==> config.mk <==
export PLATFORM = sky130hd
export DESIGN_NAME = wdog_timer
export DESIGN_NICKNAME = d
export VERILOG_FILES = /design/src/rtl/wdt_pkg.sv /design/src/rtl/wdt_regs.sv /design/src/rtl/wdt_count.sv /design/src/rtl/wdt_pdown.sv /design/src/rtl/wdog_timer.sv
export SDC_FILE = /design/constraint.sdc
export NUM_CORES = 1
export LEC_CHECK = 0
export ABC_AREA = 1
export BUFFER_PORTS_ARGS = -buffer_cell sky130_fd_sc_hd__buf_2
export CAP_MARGIN = 20
export CORE_MARGIN = 3
export CORE_UTILIZATION = 50
export CTS_CLUSTER_DIAMETER = 50
export CTS_CLUSTER_SIZE = 25
export DETAILED_ROUTE_END_ITERATION = 7
export HOLD_SLACK_MARGIN = 0.05
export PLACE_DENSITY = 0.72
export SLEW_MARGIN = 25
export SYNTH_ARGS = -nofsm -noshare
export SYNTH_HDL_FRONTEND = slang
export SYNTH_SLANG_ARGS = --single-unit
==> constraint.sdc <==
create_clock -name clk -period 2.67 [get_ports clk]
set_input_delay 0.4005 -clock clk [delete_from_list [all_inputs] [get_ports clk]]
set_output_delay 0.4005 -clock clk [all_outputs]
set_load 0.02 [all_outputs]
==> src/rtl/wdt_pkg.sv <==
`timescale 1ns/1ps
package wdt_pkg;
  localparam int REG_W = 16;
  localparam int TMO_W = 8;

  typedef enum logic [2:0] {
    RI_CTRL = 3'd0,
    RI_SERV = 3'd1,
    RI_CAUSE = 3'd2,
    RI_IRQ  = 3'd3,
    RI_MISC = 3'd4
  } reg_idx_e;

  // control register bit positions
  localparam int C_EN  = 0;
  localparam int C_DBG = 1;
  localparam int C_WT  = 2;
  localparam int C_LP  = 3;
  localparam int C_FOT = 4;
  localparam int C_SWR = 5;
  localparam int C_SWF = 6;

  localparam logic [REG_W-1:0] KEY_A = 16'h5555;
  localparam logic [REG_W-1:0] KEY_B = 16'hAAAA;

  typedef struct packed {
    logic [TMO_W-1:0] tmo;
    logic             swf;
    logic             fot;
    logic             lp_s;
    logic             wt_s;
    logic             dbg_s;
    logic             en;
  } ctrl_t;
endpackage

==> src/rtl/wdt_regs.sv <==
`timescale 1ns/1ps
module wdt_regs
  import wdt_pkg::*;
#(
  parameter int AW = 4
) (
  input  logic             clk,
  input  logic             rst,
  input  logic             bus_sel,
  input  logic             bus_we,
  input  logic [AW-1:0]    bus_addr,
  input  logic [REG_W-1:0] bus_wdata,
  output logic [REG_W-1:0] bus_rdata,
  input  logic             tmo_hit,
  input  logic             lead_hit,
  output ctrl_t            ctrl,
  output logic [TMO_W-1:0] lead,
  output logic             ien,
  output logic             istat,
  output logic             pd_en,
  output logic             reload,
  output logic             swr_hit,
  output logic [2:0]       cause
);
  localparam int IW = AW - 1;

  logic          acc_ok;
  logic [IW-1:0] idx;
  logic          wr_ctrl, wr_serv, wr_irq, wr_misc, rd_go;
  logic          armed;

  assign acc_ok  = bus_sel && !bus_addr[0];
  assign idx     = bus_addr[AW-1:1];
  assign wr_ctrl = acc_ok && bus_we && idx == IW'(RI_CTRL);
  assign wr_serv = acc_ok && bus_we && idx == IW'(RI_SERV);
  assign wr_irq  = acc_ok && bus_we && idx == IW'(RI_IRQ);
  assign wr_misc = acc_ok && bus_we && idx == IW'(RI_MISC);
  assign rd_go   = acc_ok && !bus_we;
  assign swr_hit = wr_ctrl && bus_wdata[C_SWR];

  always_ff @(posedge clk) begin
    if (rst) begin
      ctrl      <= '0;
      lead      <= '0;
      ien       <= 1'b0;
      istat     <= 1'b0;
      pd_en     <= 1'b1;
      cause     <= 3'b001;
      armed     <= 1'b0;
      reload    <= 1'b0;
      bus_rdata <= '0;
    end else begin
      reload <= 1'b0;
      if (wr_ctrl) begin
        ctrl.tmo   <= bus_wdata[15:8];
        ctrl.swf   <= bus_wdata[C_SWF];
        ctrl.fot   <= bus_wdata[C_FOT];
        ctrl.lp_s  <= bus_wdata[C_LP];
        ctrl.wt_s  <= bus_wdata[C_WT];
        ctrl.dbg_s <= bus_wdata[C_DBG];
        ctrl.en    <= bus_wdata[C_EN];
        if (bus_wdata[C_EN] && !ctrl.en) reload <= 1'b1;
      end
      if (wr_serv) begin
        if (bus_wdata == KEY_A) armed <= 1'b1;
        else if (bus_wdata == KEY_B && armed) begin
          reload <= 1'b1;
          armed  <= 1'b0;
        end else armed <= 1'b0;
      end
      if (wr_irq) begin
        lead <= bus_wdata[15:8];
        ien  <= bus_wdata[0];
      end
      if (lead_hit) istat <= 1'b1;
      else if (wr_irq && bus_wdata[1]) istat <= 1'b0;
      if (wr_misc && !bus_wdata[0]) pd_en <= 1'b0;
      if (tmo_hit) cause <= 3'b010;
      else if (swr_hit) cause <= 3'b100;
      if (rd_go) begin
        case (idx)
          IW'(RI_CTRL):  bus_rdata <= {ctrl.tmo, 1'b0, ctrl.swf, 1'b0, ctrl.fot,
                                       ctrl.lp_s, ctrl.wt_s, ctrl.dbg_s, ctrl.en};
          IW'(RI_CAUSE): bus_rdata <= {13'd0, cause};
          IW'(RI_IRQ):   bus_rdata <= {lead, 6'd0, istat, ien};
          IW'(RI_MISC):  bus_rdata <= {15'd0, pd_en};
          default:       bus_rdata <= '0;
        endcase
      end
    end
  end
endmodule

==> src/rtl/wdt_count.sv <==
`timescale 1ns/1ps
module wdt_count #(
  parameter int CW = 8
) (
  input  logic          clk,
  input  logic          rst,
  input  logic          tick,
  input  logic          run,
  input  logic          load,
  input  logic [CW-1:0] tmo_val,
  input  logic [CW-1:0] lead,
  output logic [CW-1:0] cnt,
  output logic          tmo_hit,
  output logic          lead_hit
);
  logic step;

  assign step     = tick && run && !load;
  assign tmo_hit  = step && cnt == '0;
  assign lead_hit = step && cnt != '0 && (cnt - CW'(1)) == lead;

  always_ff @(posedge clk) begin
    if (rst)          cnt <= '0;
    else if (load)    cnt <= tmo_val;
    else if (step)    cnt <= (cnt == '0) ? tmo_val : cnt - CW'(1);
  end
endmodule

==> src/rtl/wdt_pdown.sv <==
`timescale 1ns/1ps
module wdt_pdown #(
  parameter int PD_TICKS = 32
) (
  input  logic clk,
  input  logic rst,
  input  logic tick,
  input  logic arm,
  output logic done
);
  localparam int PW = $clog2(PD_TICKS);

  logic [PW-1:0] cnt;

  always_ff @(posedge clk) begin
    if (rst) begin
      cnt  <= '0;
      done <= 1'b0;
    end else if (arm && !done && tick) begin
      if (cnt == PW'(PD_TICKS - 1)) done <= 1'b1;
      else                          cnt  <= cnt + PW'(1);
    end
  end
endmodule

==> src/rtl/wdog_timer.sv <==
`timescale 1ns/1ps
module wdog_timer
  import wdt_pkg::*;
#(
  parameter int AW       = 4,
  parameter int PD_TICKS = 32
) (
  input  logic             clk,
  input  logic             rst,
  input  logic             bus_sel,
  input  logic             bus_we,
  input  logic [AW-1:0]    bus_addr,
  input  logic [REG_W-1:0] bus_wdata,
  output logic [REG_W-1:0] bus_rdata,
  input  logic             tick_i,
  input  logic             dbg_i,
  input  logic             wait_i,
  input  logic             lpm_i,
  output logic             wd_rst_o,
  output logic             wd_fail_o,
  output logic             wd_irq_o
);
  ctrl_t            ctrl;
  logic [TMO_W-1:0] lead, cnt;
  logic             ien, istat, pd_en, reload, swr_hit, tmo_hit, lead_hit;
  logic [2:0]       cause;
  logic             pd_done, fail_lat, en, susp;

  assign en   = ctrl.en;
  assign susp = |({lpm_i, wait_i, dbg_i} & {ctrl.lp_s, ctrl.wt_s, ctrl.dbg_s});

  wdt_regs #(.AW(AW)) u_regs (
    .clk(clk), .rst(rst), .bus_sel(bus_sel), .bus_we(bus_we),
    .bus_addr(bus_addr), .bus_wdata(bus_wdata), .bus_rdata(bus_rdata),
    .tmo_hit(tmo_hit), .lead_hit(lead_hit), .ctrl(ctrl), .lead(lead),
    .ien(ien), .istat(istat), .pd_en(pd_en), .reload(reload),
    .swr_hit(swr_hit), .cause(cause)
  );

  wdt_count #(.CW(TMO_W)) u_count (
    .clk(clk), .rst(rst), .tick(tick_i), .run(en && !susp), .load(reload),
    .tmo_val(ctrl.tmo), .lead(lead), .cnt(cnt),
    .tmo_hit(tmo_hit), .lead_hit(lead_hit)
  );

  wdt_pdown #(.PD_TICKS(PD_TICKS)) u_pdown (
    .clk(clk), .rst(rst), .tick(tick_i), .arm(pd_en), .done(pd_done)
  );

  always_ff @(posedge clk) begin
    if (rst) begin
      wd_rst_o  <= 1'b0;
      wd_fail_o <= 1'b0;
      wd_irq_o  <= 1'b0;
      fail_lat  <= 1'b0;
    end else begin
      wd_rst_o  <= tmo_hit || swr_hit;
      if (tmo_hit && ctrl.fot) fail_lat <= 1'b1;
      wd_fail_o <= fail_lat || (tmo_hit && ctrl.fot) || ctrl.swf || pd_done;
      wd_irq_o  <= istat && ien;
    end
  end
endmodule

==> load_flow_metrics.sql <==
INSERT INTO impl_metrics (metric_group, metric, value, unit) VALUES
('status', 'outcome', 'completed', ''),
('routing', 'first_pass_iters', '5', ''),
('grt', 'pin_count_of_the_biggest_net_entering_global_routing', '40', ''),
('synthesis', 'ys_ff_latch', '62', ''),
('worst_hold_path', 'worst_hold_path.num_cells', '3', ''),
('die', 'fp.dieArea', '6810', 'um^2'),
('critical_path', 'startpoint_type', 'register', ''),
('sta', 'timing.final.crit_period', '1.94', 'ns'),
('clock_network', 'cts.clk_slew.worst_paths', '0.07', 'ns'),
('clock_network', 'cts_tree', 'done', ''),
('placed_design', 'dp.cells', '529', ''),
('synthesis', 'ys_top_cells_by_area', 'dfxtp_1, nand2_1, a21oi_1', ''),
('pwr', 'netSwitchingFraction', '0.221', ''),
('sta', 'fin_crit_sh', '0.728', ''),
('pwr', 'power_frac_comb', '0.059', ''),
('synthesis', 'yosys-top-cells-count', 'nand2_1, dfxtp_1, inv_1', ''),
('critical_path', 'crit_arrival', '2.17', 'ns'),
('placed_design', 'place.gp.congestion', '1.04', ''),
('clock_network', 'cts_hold_buffers', '0', ''),
('die', 'core', '5570', 'um^2'),
('clock_network', 'clock_latency_on_the_worst_skew_pair', '0.33', 'ns'),
('pwr', 'cellLeakagePower', '1.54', 'nW'),
('critical_path', 'cp.required', '2.90', 'ns'),
('sta', 'clock-skew-final', '0.00800', 'ns'),
('synthesis', 'async_flop_share', '0', ''),
('synthesis', 'postSynthAreaPerCell', '6.89', 'um^2'),
('placed_design', 'port_buffers', '44', ''),
('final_layout', 'area_growth', '16.4', '%'),
('final_layout', 'design.final.nets', '500', ''),
('synthesis', 'yosysWarnings', '0', ''),
('critical_path', 'critPathKind', 'register to register', ''),
('sta', 'endpoints_failing_hold', '0', ''),
('final_layout', 'n_antenna_cell', '0', ''),
('synthesis', 'cells_after_synthesis', '425', ''),
('die', 'site_rows', '27', ''),
('final_layout', 'instances_no_fill', '544', ''),
('sta', 'setup_viol_count_final', '0', ''),
('placed_design', 'place_worst_setup_slack', '0.766', 'ns'),
('die', 'floorplan.die.height', '82.5', 'um'),
('pwr', 'share_clk_of_total_power', '0.466', ''),
('critical_path', 'worst_path_most_repeated_cell', 'inv_1', ''),
('grt', 'globalRouteTotalUtil', '0.226', ''),
('sta', 'final.setup.tns', '0', 'ns'),
('clock_network', 'clk_root_buffer_cell', 'clkbuf_8', ''),
('routing', 'drc_errors', '0', ''),
('critical_path', 'ff2ff_path_depth', '11', ''),
('critical_path', 'timing.critical_path.slowest_cell_delay', '0.33', 'ns'),
('sta', 'fin_hold_ws', '0.328', 'ns'),
('routing', 'dr_total_vias', '2925', ''),
('routing', 'final_antenna_net_count', '0', ''),
('final_layout', 'n_fill_cell', '546', ''),
('grt', 'initial_antenna_violation_count', '0', ''),
('pwr', 'cellInternalPower', '0.00154', 'W'),
('critical_path', 'worstPathCellList', 'inv_1 -> ha_1 -> inv_1 -> nor3_1 -> nand2_2 -> nand2_1 -> inv_1 -> o21ai_0 -> o22ai_1 -> nand2_1 -> inv_1', ''),
('routing', 'detailed_route_iter0_violations', '201', ''),
('pwr', 'p_switching', '0.000439', 'W'),
('sta', 'slew_violations', '0', ''),
('pwr', 'power-per-cell-area', '581', 'nW/um^2'),
('worst_hold_path', 'worstHoldPathType', 'input port to register', ''),
('synthesis', 'synth_top_area_share', '0.424', ''),
('clock_network', 'clock_sink_count', '62', ''),
('grt', 'grt_remaining_overflow', '0', ''),
('sta', 'post-route-worst-setup-slack', '0.727', 'ns'),
('synthesis', 'synth_edf_count', '0', ''),
('routing', 'drt-vias-per-instance', '5.38', ''),
('clock_network', 'cts.htree.levels', '3', ''),
('sta', 'achievable-frequency', '515', 'MHz'),
('synthesis', 'seq_area_frac_synth', '0.424', ''),
('grt', 'number_of_global_route_vias_before_repair', '2537', ''),
('sta', 'timing.max_slew.rel_slack', '0.391', ''),
('critical_path', 'critical-path-slowest-cell', 'dfxtp_1', '');
-- cell type report --
type / instances / area [um^2] / area share
well taps: 72 / 90.1 / 0.0264
repair buffers: 47 / 243 / 0.0712
multi-input cells: 288 / 1390 / 0.407
inverters: 60 / 225 / 0.0660
clock inverters: 3 / 67.6 / 0.0198
clock buffers: 12 / 155 / 0.0455
flip-flops and latches: 62 / 1240 / 0.364
-- cell families (layout without fill, tap and decap cells) --
family	Yosys count	count (layout)	synth area share
XOR/XNOR	2	2	0.00598
AND/OR/NAND/NOR	164	164	0.239
adder cells (fa/ha/maj)	4	4	0.0171
AO/OA/AOI/OAI	116	116	0.209
flip-flops	62	62	0.424
buffers and inverters	76	122	0.103
other	1	2	0.00128
-- layer usage --
layer,wire length (um),GRT usage
met4,154,0.0899
met1,3520,0.305
met2,3110,0.345
met5,0,0
met3,616,0.0542
-- power by group through the flow --
stage               combinational (W)  sequential (W)  clock [W]
floorplan                   0.0000719        0.000962          0
global placement             0.000113        0.000964          0
detailed placement           0.000115        0.000964          0
CTS                          0.000116        0.000943   0.000931
global route                 0.000131        0.000944   0.000972
finish                       0.000116        0.000943   0.000923
-- sequential cells by signal (all words and copies together), names as in the netlist --
| register | cells |
|---|---|
| u_regs.bus_rdata | 14 |
| u_regs.ctrl | 14 |
| u_count.cnt | 8 |
| u_regs.lead | 8 |
| u_pdown.cnt | 5 |
| u_regs.cause | 3 |
| fail_lat | 1 |
| u_pdown.done | 1 |
| u_regs.armed | 1 |
| u_regs.ien | 1 |
| u_regs.istat | 1 |
| u_regs.pd_en | 1 |
| u_regs.reload | 1 |
| wd_fail_o | 1 |
| wd_irq_o | 1 |
| wd_rst_o | 1 |
-- per-stage QoR --
stage	area, um^2	power [W]
after floorplan	2930	0.00103
after global routing	3410	0.00205
final	3410	0.00198
after global placement	3190	0.00108
after CTS	3410	0.00199
after detailed placement	3190	0.00108
-- placed cells by master (no fill, tap or decap) --
master	count
nor2_1	37
o21a_1	1
ha_1	4
nor4_1	4
clkinvlp_4	1
o22ai_1	6
inv_1	58
o21ai_0	48
a22oi_1	3
a211oi_1	1
buf_2	44
o211ai_1	2
o31ai_1	1
o21ai_1	1
inv_2	1
a21oi_1	51
xor2_1	2
clkbuf_8	11
nand3_1	26
conb_1	2
clkinv_1	1
buf_4	3
nor3_1	4
a22o_1	1
nor2_4	1
nor2_2	3
nand4_1	7
bufinv_16	2
a31oi_1	1
dfxtp_1	62
clkbuf_1	1
nand2_2	2
nand2_1	80
-- critical path, delay by kind of cell (launching register included) --
kind / cells / cell delay (ns)
AOI/OAI and AO/OA: 2 / 0.28
adders and majority gates: 1 / 0.17
buffers and inverters: 4 / 0.42
DFF: 1 / 0.33
and+or+nand+nor: 4 / 0.64
-- worst paths after layout --
path,slack [ns],endpoint,startpoint
setup / recovery,0.73,u_count.cnt[5]$_SDFFE_PP0P_,u_count.cnt[0]$_SDFFE_PP0P_
hold / removal,0.33,u_regs.ctrl[2]$_SDFFE_PP0P_,bus_wdata[2]
setup reg to reg,0.73,u_count.cnt[5]$_SDFFE_PP0P_,u_count.cnt[0]$_SDFFE_PP0P_
hold reg to reg,0.46,u_pdown.cnt[3]$_SDFFE_PP0P_,u_pdown.cnt[3]$_SDFFE_PP0P_
(Power assumes the default switching activity.)
